<file path="src/rtl/sar_split_pkg.sv">
package sar_split_pkg;

  typedef enum logic [1:0] {
    LVL_GND  = 2'b00,
    LVL_VCM  = 2'b01,
    LVL_VREF = 2'b10,
    LVL_QTR  = 2'b11
  } lvl_e;

  typedef enum logic [2:0] {
    OP_HOLD,
    OP_SPLIT,
    OP_PAIR,
    OP_DUMMY_FINE,
    OP_DUMMY_QTR
  } op_e;

  function automatic logic [1:0] lvl_up(input logic [1:0] cur);
    case (cur)
      LVL_GND: return LVL_VCM;
      LVL_VCM: return LVL_VREF;
      default: return cur;
    endcase
  endfunction

  function automatic logic [1:0] lvl_down(input logic [1:0] cur);
    case (cur)
      LVL_VREF: return LVL_VCM;
      LVL_VCM:  return LVL_GND;
      default:  return cur;
    endcase
  endfunction

endpackage

</file>
<file path="src/rtl/sar_split_seq.sv">
module sar_split_seq
  import sar_split_pkg::*;
#(
  parameter int NBITS = 10,
  localparam int NP = NBITS - 3,
  localparam int KW = $clog2(NBITS),
  localparam int IW = $clog2(NP)
) (
  input  logic             clk,
  input  logic             rst,
  input  logic             conv_req,
  input  logic             cmp_hi,
  output logic             acq,
  output logic             done,
  output logic [NBITS-2:0] step_therm,
  output logic [NBITS-1:0] result,
  output op_e              op,
  output logic [IW-1:0]    idx,
  output logic             msb_now,
  output logic             restore
);

  typedef enum logic [1:0] {S_IDLE, S_ACQ, S_CONV, S_FIN} st_e;

  st_e             state;
  logic [KW-1:0]   k;
  logic            msb_q;
  logic [NBITS-2:0] bits_q;

  always_ff @(posedge clk) begin
    if (rst) begin
      state      <= S_IDLE;
      k          <= '0;
      msb_q      <= 1'b0;
      bits_q     <= '0;
      result     <= '0;
      done       <= 1'b0;
      acq        <= 1'b0;
      step_therm <= '0;
    end else begin
      done <= 1'b0;
      case (state)
        S_IDLE: if (conv_req) begin
          state <= S_ACQ;
          acq   <= 1'b1;
        end
        S_ACQ: begin
          acq        <= 1'b0;
          state      <= S_CONV;
          k          <= '0;
          step_therm <= '0;
        end
        S_CONV: begin
          bits_q <= {bits_q[NBITS-3:0], cmp_hi};
          if (k == '0) msb_q <= cmp_hi;
          if (k == KW'(NBITS - 1)) begin
            state  <= S_FIN;
            done   <= 1'b1;
            result <= {bits_q, cmp_hi};
          end else begin
            step_therm <= {step_therm[NBITS-3:0], 1'b1};
            k          <= k + 1'b1;
          end
        end
        default: begin
          state      <= S_IDLE;
          step_therm <= '0;
        end
      endcase
    end
  end

  always_comb begin
    op  = OP_HOLD;
    idx = '0;
    if (state == S_CONV) begin
      if (k == '0) begin
        op = OP_SPLIT;
      end else if (k <= KW'(NBITS - 4)) begin
        op  = OP_PAIR;
        idx = IW'(NP) - IW'(k);
      end else if (k == KW'(NBITS - 3)) begin
        op = OP_DUMMY_FINE;
      end else if (k == KW'(NBITS - 2)) begin
        op = OP_DUMMY_QTR;
      end
    end
  end

  assign msb_now = (k == '0) ? cmp_hi : msb_q;
  assign restore = (state == S_FIN);

endmodule

</file>
<file path="src/rtl/sar_plate_bank.sv">
module sar_plate_bank
  import sar_split_pkg::*;
#(
  parameter int NP   = 7,
  parameter bit IS_P = 1'b1,
  localparam int IW  = $clog2(NP)
) (
  input  logic          clk,
  input  logic          rst,
  input  logic          restore,
  input  op_e           op,
  input  logic [IW-1:0] idx,
  input  logic          msb_now,
  input  logic          dec,
  output logic [2*NP-1:0] sel_m,
  output logic [2*NP-1:0] sel_l
);

  logic is_hi;
  logic same;
  assign is_hi = IS_P ? msb_now : ~msb_now;
  assign same  = (msb_now == dec);

  for (genvar j = 0; j < NP; j++) begin : g_plate
    logic [1:0] m_r;
    logic [1:0] l_r;

    always_ff @(posedge clk) begin
      if (rst || restore) begin
        m_r <= LVL_GND;
        l_r <= LVL_VREF;
      end else begin
        case (op)
          OP_SPLIT: begin
            if (is_hi) l_r <= LVL_VCM;
            else       m_r <= LVL_VCM;
          end
          OP_PAIR: begin
            if (idx == IW'(j)) begin
              if (dec == IS_P) l_r <= lvl_down(l_r);
              else             m_r <= lvl_up(m_r);
            end
          end
          OP_DUMMY_FINE: begin
            if (j == 0 && !is_hi) begin
              if (same) m_r <= LVL_VREF;
              else      l_r <= LVL_VCM;
            end
          end
          OP_DUMMY_QTR: begin
            if (j == 0 && is_hi) begin
              if (same) l_r <= LVL_QTR;
              else      m_r <= LVL_QTR;
            end
          end
          default: ;
        endcase
      end
    end

    assign sel_m[2*j +: 2] = m_r;
    assign sel_l[2*j +: 2] = l_r;
  end

endmodule

</file>
<file path="src/rtl/sar_split_ctrl.sv">
module sar_split_ctrl
  import sar_split_pkg::*;
#(
  parameter int NBITS = 10,
  localparam int NP = NBITS - 3,
  localparam int IW = $clog2(NP)
) (
  input  logic             clk,
  input  logic             rst,
  input  logic             conv_req,
  input  logic             cmp_hi,
  output logic             acq,
  output logic [NBITS-2:0] step_therm,
  output logic [2*NP-1:0]  p_msb_sel,
  output logic [2*NP-1:0]  p_lsb_sel,
  output logic [2*NP-1:0]  n_msb_sel,
  output logic [2*NP-1:0]  n_lsb_sel,
  output logic [NBITS-1:0] result,
  output logic             done
);

  op_e           op;
  logic [IW-1:0] idx;
  logic          msb_now;
  logic          restore;

  sar_split_seq #(.NBITS(NBITS)) u_seq (
    .clk        (clk),
    .rst        (rst),
    .conv_req   (conv_req),
    .cmp_hi     (cmp_hi),
    .acq        (acq),
    .done       (done),
    .step_therm (step_therm),
    .result     (result),
    .op         (op),
    .idx        (idx),
    .msb_now    (msb_now),
    .restore    (restore)
  );

  sar_plate_bank #(.NP(NP), .IS_P(1'b1)) u_bank_p (
    .clk     (clk),
    .rst     (rst),
    .restore (restore),
    .op      (op),
    .idx     (idx),
    .msb_now (msb_now),
    .dec     (cmp_hi),
    .sel_m   (p_msb_sel),
    .sel_l   (p_lsb_sel)
  );

  sar_plate_bank #(.NP(NP), .IS_P(1'b0)) u_bank_n (
    .clk     (clk),
    .rst     (rst),
    .restore (restore),
    .op      (op),
    .idx     (idx),
    .msb_now (msb_now),
    .dec     (cmp_hi),
    .sel_m   (n_msb_sel),
    .sel_l   (n_lsb_sel)
  );

endmodule

</file>
<file path="config.mk">
export PLATFORM = sky130hd
export DESIGN_NAME = sar_split_ctrl
export DESIGN_NICKNAME = d
export VERILOG_FILES = /design/src/rtl/sar_split_pkg.sv /design/src/rtl/sar_split_seq.sv /design/src/rtl/sar_plate_bank.sv /design/src/rtl/sar_split_ctrl.sv
export SDC_FILE = /design/constraint.sdc
export NUM_CORES = 1
export LEC_CHECK = 0
export BUFFER_PORTS_ARGS = -buffer_cell sky130_fd_sc_hd__buf_2
export CAP_MARGIN = 10
export CORE_MARGIN = 2
export CORE_UTILIZATION = 30
export DETAILED_ROUTE_END_ITERATION = 12
export GPL_TIMING_DRIVEN = 0
export HOLD_SLACK_MARGIN = 0.1
export PLACE_DENSITY = 0.54
export SYNTH_ARGS = -nofsm -noshare
export SYNTH_HDL_FRONTEND = slang
export SYNTH_SLANG_ARGS = --single-unit
</file>
<file path="constraint.sdc">
create_clock -name clk -period 2.2 [get_ports clk]
set_input_delay 0.33 -clock clk [delete_from_list [all_inputs] [get_ports clk]]
set_output_delay 0.33 -clock clk [all_outputs]
set_load 0.1 [all_outputs]
</file>
==> impl_metrics.py, run 1 <==
metrics = {
    "run": {
        "drv_cap": 0,
    },
    "timing": {
        "relSlewSlack_pct": 38.85,
        "finClkSkew_ns": 0.006915,
        "hold_violations": 0,
        "slew_violations": 0,
        "period_share_pct": 102.4,
        "rsz0062_at_grt": "yes",
        "fin_ws_ns": -0.05348,
        "setup_viol": 1,
        "fin_tns_setup_ns": -0.05348,
        "fin_crit_ns": 2.253,
        "fmax_mhz": 443.8,
        "worst_slew_pin_slew_ns": 0.9118,
    },
    "setup_path": {
        "worst-setup-path-type": "flip-flop to flip-flop",
        "cp_slowest_cell": "o32a_1",
        "r2r.worst_path.cells": 8,
        "path_cells": "buf_6, clkinvlp_4, ha_4, mux2i_1, o32a_1, nand2b_4, a221o_1, a221o_1",
        "path_max_fanout": 5,
        "critPathArrivalTime_ns": 2.49,
        "r2r_slack_ns": -0.05,
        "timing.rr.end": "u_bank_n.g_plate[0].l_r[1]$_SDFFE_PP1P_",
        "critPathLaunchType": "flip-flop",
        "cp_common_cell": "a221o_1",
        "r2r-start": "u_seq.k[0]$_SDFFE_PP0P_",
        "crit_path_max_incr_delay_ns": 0.43,
        "required_ns": 2.44,
        "cp-end-kind": "flip-flop",
    },
    "floorplanning": {
        "die-area_um2": 15550,
        "io_pins": 81,
        "rows": 44,
        "start_util_pct": 30.42,
        "die_y_um": 124.7,
        "core-area_um2": 14370,
        "die-width_um": 124.7,
    },
    "routing": {
        "via_per_inst": 5.117,
        "via_count": 4165,
        "routedWlPerCell_um": 15.58,
        "ant_nets": 0,
        "dr.pass1.iters": 4,
        "drtIter0Drc": 236,
        "drc": 0,
        "totalWireLength_um": 12680,
    },
    "pwr": {
        "seqPwrFrac_pct": 30.2,
        "switching_share_pct": 46.82,
        "power_density_nw_per_um2": 1200,
        "p_sw_w": 0.003259,
        "intPower_w": 0.003701,
        "power_frac_comb_pct": 46.6,
        "max-vdd-ir-drop_v": 0.0003983,
        "power_frac_clock_pct": 23.2,
        "power.total_w": 0.006959,
        "p_leak_nw": 2.537,
    },
    "clock_network": {
        "cts_num_sinks": 93,
        "htreeDepth": 3,
        "clkSlewWorstSetupHoldPaths_ns": 0.07,
        "cts_max_path_buffers": 2,
        "clockRootBuffer": "clkbuf_16",
        "cts_buffers": 9,
        "clk-insertion-delay-late_ns": 0.35,
        "cts_tree": "done",
    },
    "finish": {
        "layout-drive-gt1-share_pct": 28.73,
        "instances_no_fill": 814,
        "finalNetCount": 651,
        "area_growth_pct": 32.69,
        "n_antenna_cell": 0,
        "final_cell_area_um2": 5799,
    },
    "min_path": {
        "holdPathEnd": "u_seq.acq$_SDFFE_PP0P_",
        "hp-start": "conv_req",
        "min_path_cells": 3,
        "worst_hold_path_type": "input port to flip-flop",
    },
    "grt": {
        "grt-ovfl-total": 0,
        "antenna_found_initial": 0,
        "grt_util_all_layers_pct": 15.62,
        "grt_pass1_vias": 3838,
        "grt_pass1_wl_um": 19480,
        "grt_max_degree": 17,
    },
    "synthesis": {
        "ys_warn_count": 0,
        "avgSynthCellArea_um2": 8.637,
        "synth-seq-cells": 93,
        "synth_cell_types": 60,
        "synth-main-ff-cell": "dfxtp_1",
        "synth.top_cells.by_area": "dfxtp_1 43%, a21oi_1 6.5%, ha_1 6.3%, nand2_1 4.9%, nor2_1 4.0%",
        "yosysMostFrequentCell": "dfxtp_1",
        "async_reset_ff_share_pct": 0,
        "ys_seq_area_share_pct": 42.60,
        "synthCells": 506,
        "syn_nets": 532,
        "synth_top_area_cell": "dfxtp_1",
        "synth_common_cells": "93 x dfxtp_1, 57 x a21oi_1, 57 x nand2_1, 46 x nor2_1, 29 x inv_1",
        "syn_area_um2": 4370,
        "synth_edf_count": 0,
        "synth_top_cell_area_share_pct": 42.60,
    },
    "placed_design": {
        "io_buffers": 79,
        "postPlaceCellArea_um2": 5010,
        "place_inst": 769,
        "place_hpwl_um": 8868,
        "gp_congestion": 0.8620,
        "place_ws_ns": -0.4594,
    },
    "status": {
        "violations": "setup timing",
        "status": "finished, violations left",
    },
}
## how the worst max path moves through the flow
stage                            start                                       to  depth (start not counted)
3_5_place_dp   u_seq.k[0]$_SDFFE_PP0P_  u_bank_n.g_plate[2].l_r[0]$_SDFFE_PP0P_                         11
4_1_cts        u_seq.k[0]$_SDFFE_PP0P_  u_bank_n.g_plate[0].l_r[1]$_SDFFE_PP1P_                          8
2_1_floorplan  u_seq.k[0]$_SDFFE_PP0P_  u_bank_n.g_plate[1].m_r[0]$_SDFFE_PP0P_                         10
5_1_grt        u_seq.k[0]$_SDFFE_PP0P_  u_bank_n.g_plate[0].l_r[1]$_SDFFE_PP1P_                          8
6_report       u_seq.k[0]$_SDFFE_PP0P_  u_bank_n.g_plate[0].l_r[1]$_SDFFE_PP1P_                          8
3_3_place_gp   u_seq.k[0]$_SDFFE_PP0P_  u_bank_n.g_plate[2].l_r[0]$_SDFFE_PP0P_                         11
## through the flow
stage	hold WS [ns]	util, %
floorplan	0.4313	-
detailed placement	0.4530	34.87
finish	0.2564	40.36
global placement	0.4417	34.87
global route	0.2557	40.36
CTS	0.2468	38.31
## area by class of cell
class / count / area, um2
sequential: 93 / 1867
timing repair buffer: 110 / 631.9
clock inverter: 6 / 71.32
clock buffer: 10 / 239.0
inverter: 30 / 118.9
tap: 184 / 230.2
multi-input combinational: 352 / 2427
fill: 1404 / 8569
buffer: 29 / 214.0
## routing by layer
metal / vias up / track usage [%] / part of all wire, %
met3: 17 / 5.112 / 5.6
li1: 2044 / - / -
met2: 94 / 25.10 / 47
met4: 0 / 5.882 / 2.0
met5: - / 0 / 0
met1: 2010 / 19.45 / 46
## kinds of logic (layout without fill, tap and decap cells)
family / Yosys count / after routing / share of synthesized area (%)
flip-flops: 93 / 93 / 42.60
multiplexers: 11 / 11 / 2.519
adder cells (fa/ha/maj): 22 / 22 / 6.298
buffers and inverters: 61 / 185 / 6.298
AO/OA/AOI/OAI: 144 / 144 / 21.27
AND/OR/NAND/NOR: 173 / 173 / 20.61
XOR/XNOR: 2 / 2 / 0.4009
## sequential cells by signal (all words and copies together) (netlist names), 2 cells and up
name	flops
u_seq.state	2
u_seq.result	10
u_seq.k	4
u_bank_n.g_plate.l_r	14
u_bank_p.g_plate.m_r	14
u_bank_p.g_plate.l_r	14
u_seq.step_therm	9
u_bank_n.g_plate.m_r	14
u_seq.bits_q	9
## critical path, delay by kind of cell, from the launching register on
family | cells | cell delay (ns)
AOI/OAI and AO/OA | 3 | 1.00
adders and majority gates | 1 | 0.20
buffers and inverters | 2 | 0.28
DFF | 1 | 0.35
muxes | 1 | 0.11
and+or+nand+nor | 1 | 0.19
## power groups by stage
| stage | logic [W] | registers [W] | clock network [W] |
|---|---|---|---|
| 2_1_floorplan | 0.00105 | 0.00344 | 0 |
| 3_3_place_gp | 0.00285 | 0.00211 | 0 |
| 3_5_place_dp | 0.00289 | 0.00213 | 0 |
| 4_1_cts | 0.00302 | 0.00209 | 0.00166 |
| 5_1_grt | 0.00343 | 0.00213 | 0.00173 |
| 6_report | 0.00324 | 0.00210 | 0.00162 |
## placed cells by master (no fill, tap or decap), types with 4 or more instances in the layout
| cell type | netlist | layout |
|---|---|---|
| clkbuf_1 | 15 | 10 |
| and4b_1 | 7 | 6 |
| a21oi_1 | 57 | 52 |
| nor3_1 | 12 | 11 |
| buf_4 | 4 | 33 |
| a21o_1 | 9 | 9 |
| a211o_1 | 4 | 4 |
| nand3b_1 | 5 | 5 |
| nand3_1 | 9 | 5 |
| o21ai_0 | 19 | 16 |
| o211ai_1 | 4 | 4 |
| a21oi_2 | 0 | 4 |
| nor3b_1 | 6 | 5 |
| inv_1 | 29 | 27 |
| ha_1 | 22 | 19 |
| nor2_1 | 46 | 46 |
| nand2_1 | 57 | 55 |
| clkbuf_16 | 0 | 9 |
| a211oi_1 | 8 | 8 |
| a31oi_1 | 6 | 6 |
| buf_6 | 3 | 9 |
| dfxtp_1 | 93 | 91 |
| nand2b_1 | 8 | 7 |
| a311oi_1 | 9 | 9 |
| buf_2 | 5 | 80 |
| a22o_1 | 8 | 8 |
| mux2i_1 | 11 | 11 |
## timing repair
| action | 4_1_cts | 5_1_grt |
|---|---|---|
| gates cloned | 0 | 0 |
| gates resized for setup | 33 | 32 |
| pin swaps | 3 | 16 |
| hold buffers | 0 | 0 |
| setup buffers | 8 | 23 |
| setup endpoints to repair | 55 | 48 |
Power figures use the tool's default switching activity.
==> run 2, diff against run 1 <==
--- a/config.mk
+++ b/config.mk
@@ -5,14 +5,14 @@
 export SDC_FILE = /design/constraint.sdc
 export NUM_CORES = 1
 export LEC_CHECK = 0
-export BUFFER_PORTS_ARGS = -buffer_cell sky130_fd_sc_hd__buf_2
 export CAP_MARGIN = 10
 export CORE_MARGIN = 2
 export CORE_UTILIZATION = 30
 export DETAILED_ROUTE_END_ITERATION = 12
+export DONT_BUFFER_PORTS = 1
 export GPL_TIMING_DRIVEN = 0
 export HOLD_SLACK_MARGIN = 0.1
-export PLACE_DENSITY = 0.54
+export PLACE_DENSITY = 0.49
 export SYNTH_ARGS = -nofsm -noshare
 export SYNTH_HDL_FRONTEND = slang
 export SYNTH_SLANG_ARGS = --single-unit
==> run 2 against run 1 <==
- the flow still finishes with violations (setup timing)
- highest routed layer unchanged
- flip-flop and latch count unchanged
- sequential share of layout area is 1.9 points higher
- combinational power fell by 47%
- register-to-register slack improved by 0.05 ns
- clock power is 15% higher
- global-route usage increased by 0.80 points
- non-clock buffer count shrank 79
- largest power group is now registers
==> impl_metrics.py, run 2 (synthesis gave the netlist of run 1 again) <==
metrics = {
    "timing": {
        "finClkSkew_ns": 0.008977,
        "hold_violations": 0,
        "fin_ws_ns": -0.003938,
        "rsz0062_at_grt": "yes",
        "worst_slew_pin_slew_ns": 1.105,
        "fmax_mhz": 453.7,
        "period_share_pct": 100.2,
        "fin_crit_ns": 2.204,
        "slew_violations": 0,
        "setup_viol": 1,
        "fin_tns_setup_ns": -0.003938,
        "relSlewSlack_pct": 26.22,
    },
    "finish": {
        "n_antenna_cell": 0,
        "n_fill_cell": 1429,
        "instances_no_fill": 735,
        "layout-drive-gt1-share_pct": 21.42,
        "area_growth_pct": 25.88,
        "finalNetCount": 572,
        "mostFrequentLayoutCell": "dfxtp_1",
        "final_cell_mix": "82 x dfxtp_1, 57 x nand2_1, 53 x a21oi_1",
        "final_cell_area_um2": 5502,
    },
    "routing": {
        "drtIter0Drc": 155,
        "via_per_inst": 5.280,
        "drc": 0,
        "totalWireLength_um": 12750,
        "via_count": 3881,
        "routedWlPerCell_um": 17.34,
        "dr.pass1.iters": 4,
        "ant_nets": 0,
    },
    "grt": {
        "grt_pass1_wl_um": 20450,
        "grt_max_degree": 17,
        "grt_pass1_vias": 3766,
        "grt_util_all_layers_pct": 16.42,
        "antenna_found_initial": 0,
        "grt-ovfl-total": 0,
    },
    "setup_path": {
        "crit_family": "buffers and inverters",
        "r2r.worst_path.cells": 15,
        "worst-setup-path-type": "flip-flop to flip-flop",
        "cp_num_buf_inv": 11,
        "r2r_slack_ns": -0.004,
        "path_cells": "buf_6, clkinvlp_4, buf_4, buf_4, buf_4, buf_4, buf_4, buf_4, buf_4, buf_4, nand3_4, a21boi_4, buf_4, a21oi_1, nor2_1",
        "critPathArrivalTime_ns": 2.44,
        "path_max_fanout": 6,
        "crit_path_max_incr_delay_ns": 0.33,
        "timing.rr.end": "u_bank_p.g_plate[5].m_r[1]$_SDFFE_PP0P_",
        "critPathLaunchType": "flip-flop",
        "cp_common_cell": "buf_4",
        "required_ns": 2.43,
        "cp-end-kind": "flip-flop",
        "cp_slowest_cell": "dfxtp_2",
        "r2r-start": "u_seq.k[0]$_SDFFE_PP0P_",
    },
    "floorplanning": {
        "rows": 44,
        "die-area_um2": 15550,
        "start_util_pct": 30.42,
        "core-area_um2": 14370,
        "die_y_um": 124.7,
        "die-width_um": 124.7,
        "io_pins": 81,
    },
    "clock_network": {
        "cts_tree": "done",
        "ctsHoldBuffers": 0,
        "clkSlewWorstSetupHoldPaths_ns": 0.07,
        "cts_buffers": 9,
        "clk-insertion-delay-late_ns": 0.35,
        "cts_num_sinks": 93,
        "htreeDepth": 3,
        "cts_max_path_buffers": 2,
        "clockRootBuffer": "clkbuf_16",
    },
    "min_path": {
        "min_path_cells": 2,
        "worst_hold_path_type": "input port to flip-flop",
        "hp-start": "conv_req",
        "holdPathEnd": "u_seq.acq$_SDFFE_PP0P_",
    },
    "placed_design": {
        "postPlaceCellArea_um2": 4614,
        "place_ws_ns": -0.4678,
        "gp_congestion": 0.8374,
        "io_buffers": 0,
        "place_hpwl_um": 8667,
        "place_inst": 690,
    },
    "run": {
        "drv_cap": 0,
    },
    "pwr": {
        "power_density_nw_per_um2": 1285,
        "p_leak_nw": 2.152,
        "seqPwrFrac_pct": 49.4,
        "power.total_w": 0.007071,
        "power_frac_clock_pct": 26.3,
        "max-vdd-ir-drop_v": 0.0004402,
        "p_sw_w": 0.003245,
        "power_frac_comb_pct": 24.3,
        "switching_share_pct": 45.89,
        "intPower_w": 0.003826,
    },
    "status": {
        "status": "finished, violations left",
        "violations": "setup timing",
    },
}
run 2: changes by cell type in the layout (fill, tap and decap cells not counted), sizes merged:
| cell | delta |
|---|---|
| buf | -79 |
| bufinv | +2 |
| clkinv | -2 |
| clkinvlp | +1 |
| inv | -1 |
run 2: worst reg2reg max path, stage by stage, from the launching register on:
cell and delay [ns]:
dfxtp_2 0.33, buf_6 0.10, clkinvlp_4 0.14, buf_4 0.17, buf_4 0.12, buf_4 0.12, buf_4 0.12, buf_4 0.12
buf_4 0.12, buf_4 0.12, buf_4 0.13, nand3_4 0.09, a21boi_4 0.09, buf_4 0.14, a21oi_1 0.13, nor2_1 0.05
run 2: stage by stage:
step	hold slack, ns	utilization, %
2_1_floorplan	0.4313	-
3_3_place_gp	0.4504	32.11
3_5_place_dp	0.4572	32.11
4_1_cts	0.1305	36.97
5_1_grt	0.1304	38.29
6_report	0.1367	38.29
run 2: what timing repair did:
item | CTS | global route
setup buffers | 24 | 8
pin swaps | 11 | 12
gates resized for setup | 43 | 35
endpoints found under the setup margin | 55 | 37
run 2: power groups by stage:
| stage | Clock, W | Combinational, W | Sequential [W] |
|---|---|---|---|
| 3_3_place_gp | 0 | 0.00132 | 0.00351 |
| 6_report | 0.00186 | 0.00172 | 0.00349 |
| 2_1_floorplan | 0 | 0.00105 | 0.00344 |
| 3_5_place_dp | 0 | 0.00136 | 0.00352 |
| 4_1_cts | 0.00190 | 0.00162 | 0.00349 |
| 5_1_grt | 0.00199 | 0.00191 | 0.00353 |
run 2: worst max path at each step:
stage / endpoint / startpoint / depth (start not counted) / slack (ns)
after floorplan: u_bank_n.g_plate[1].m_r[0]$_SDFFE_PP0P_ / u_seq.k[0]$_SDFFE_PP0P_ / 10 / 0.006
after global routing: u_bank_p.g_plate[5].m_r[1]$_SDFFE_PP0P_ / u_seq.k[0]$_SDFFE_PP0P_ / 15 / -0.07
after global placement: u_bank_p.g_plate[1].m_r[1]$_SDFFE_PP0P_ / u_seq.k[0]$_SDFFE_PP0P_ / 9 / -0.49
final: u_bank_p.g_plate[5].m_r[1]$_SDFFE_PP0P_ / u_seq.k[0]$_SDFFE_PP0P_ / 15 / -0.004
after CTS: u_bank_p.g_plate[5].l_r[0]$_SDFFE_PP0P_ / u_seq.k[0]$_SDFFE_PP0P_ / 14 / -0.02
after detailed placement: u_bank_p.g_plate[4].m_r[1]$_SDFFE_PP0P_ / u_seq.k[0]$_SDFFE_PP0P_ / 9 / -0.47
run 2: layout make-up:
cell class / count / area, um2 / share of cell area, %
repair buffers: 32 / 255.2 / 4.640
inverters: 30 / 120.1 / 2.183
well taps: 184 / 230.2 / 4.185
clock buffers: 10 / 239.0 / 4.344
multi-input cells: 352 / 2461 / 44.74
plain buffers: 28 / 200.2 / 3.639
flip-flops and latches: 93 / 1878 / 34.14
clock inverters: 6 / 117.6 / 2.138
run 2: per-layer routing:
metal  share of wire, %  track usage, %
met1                 45           20.92
met2                 46           26.00
met3                7.2           5.498
met4                1.6           5.618
met5                  0               0
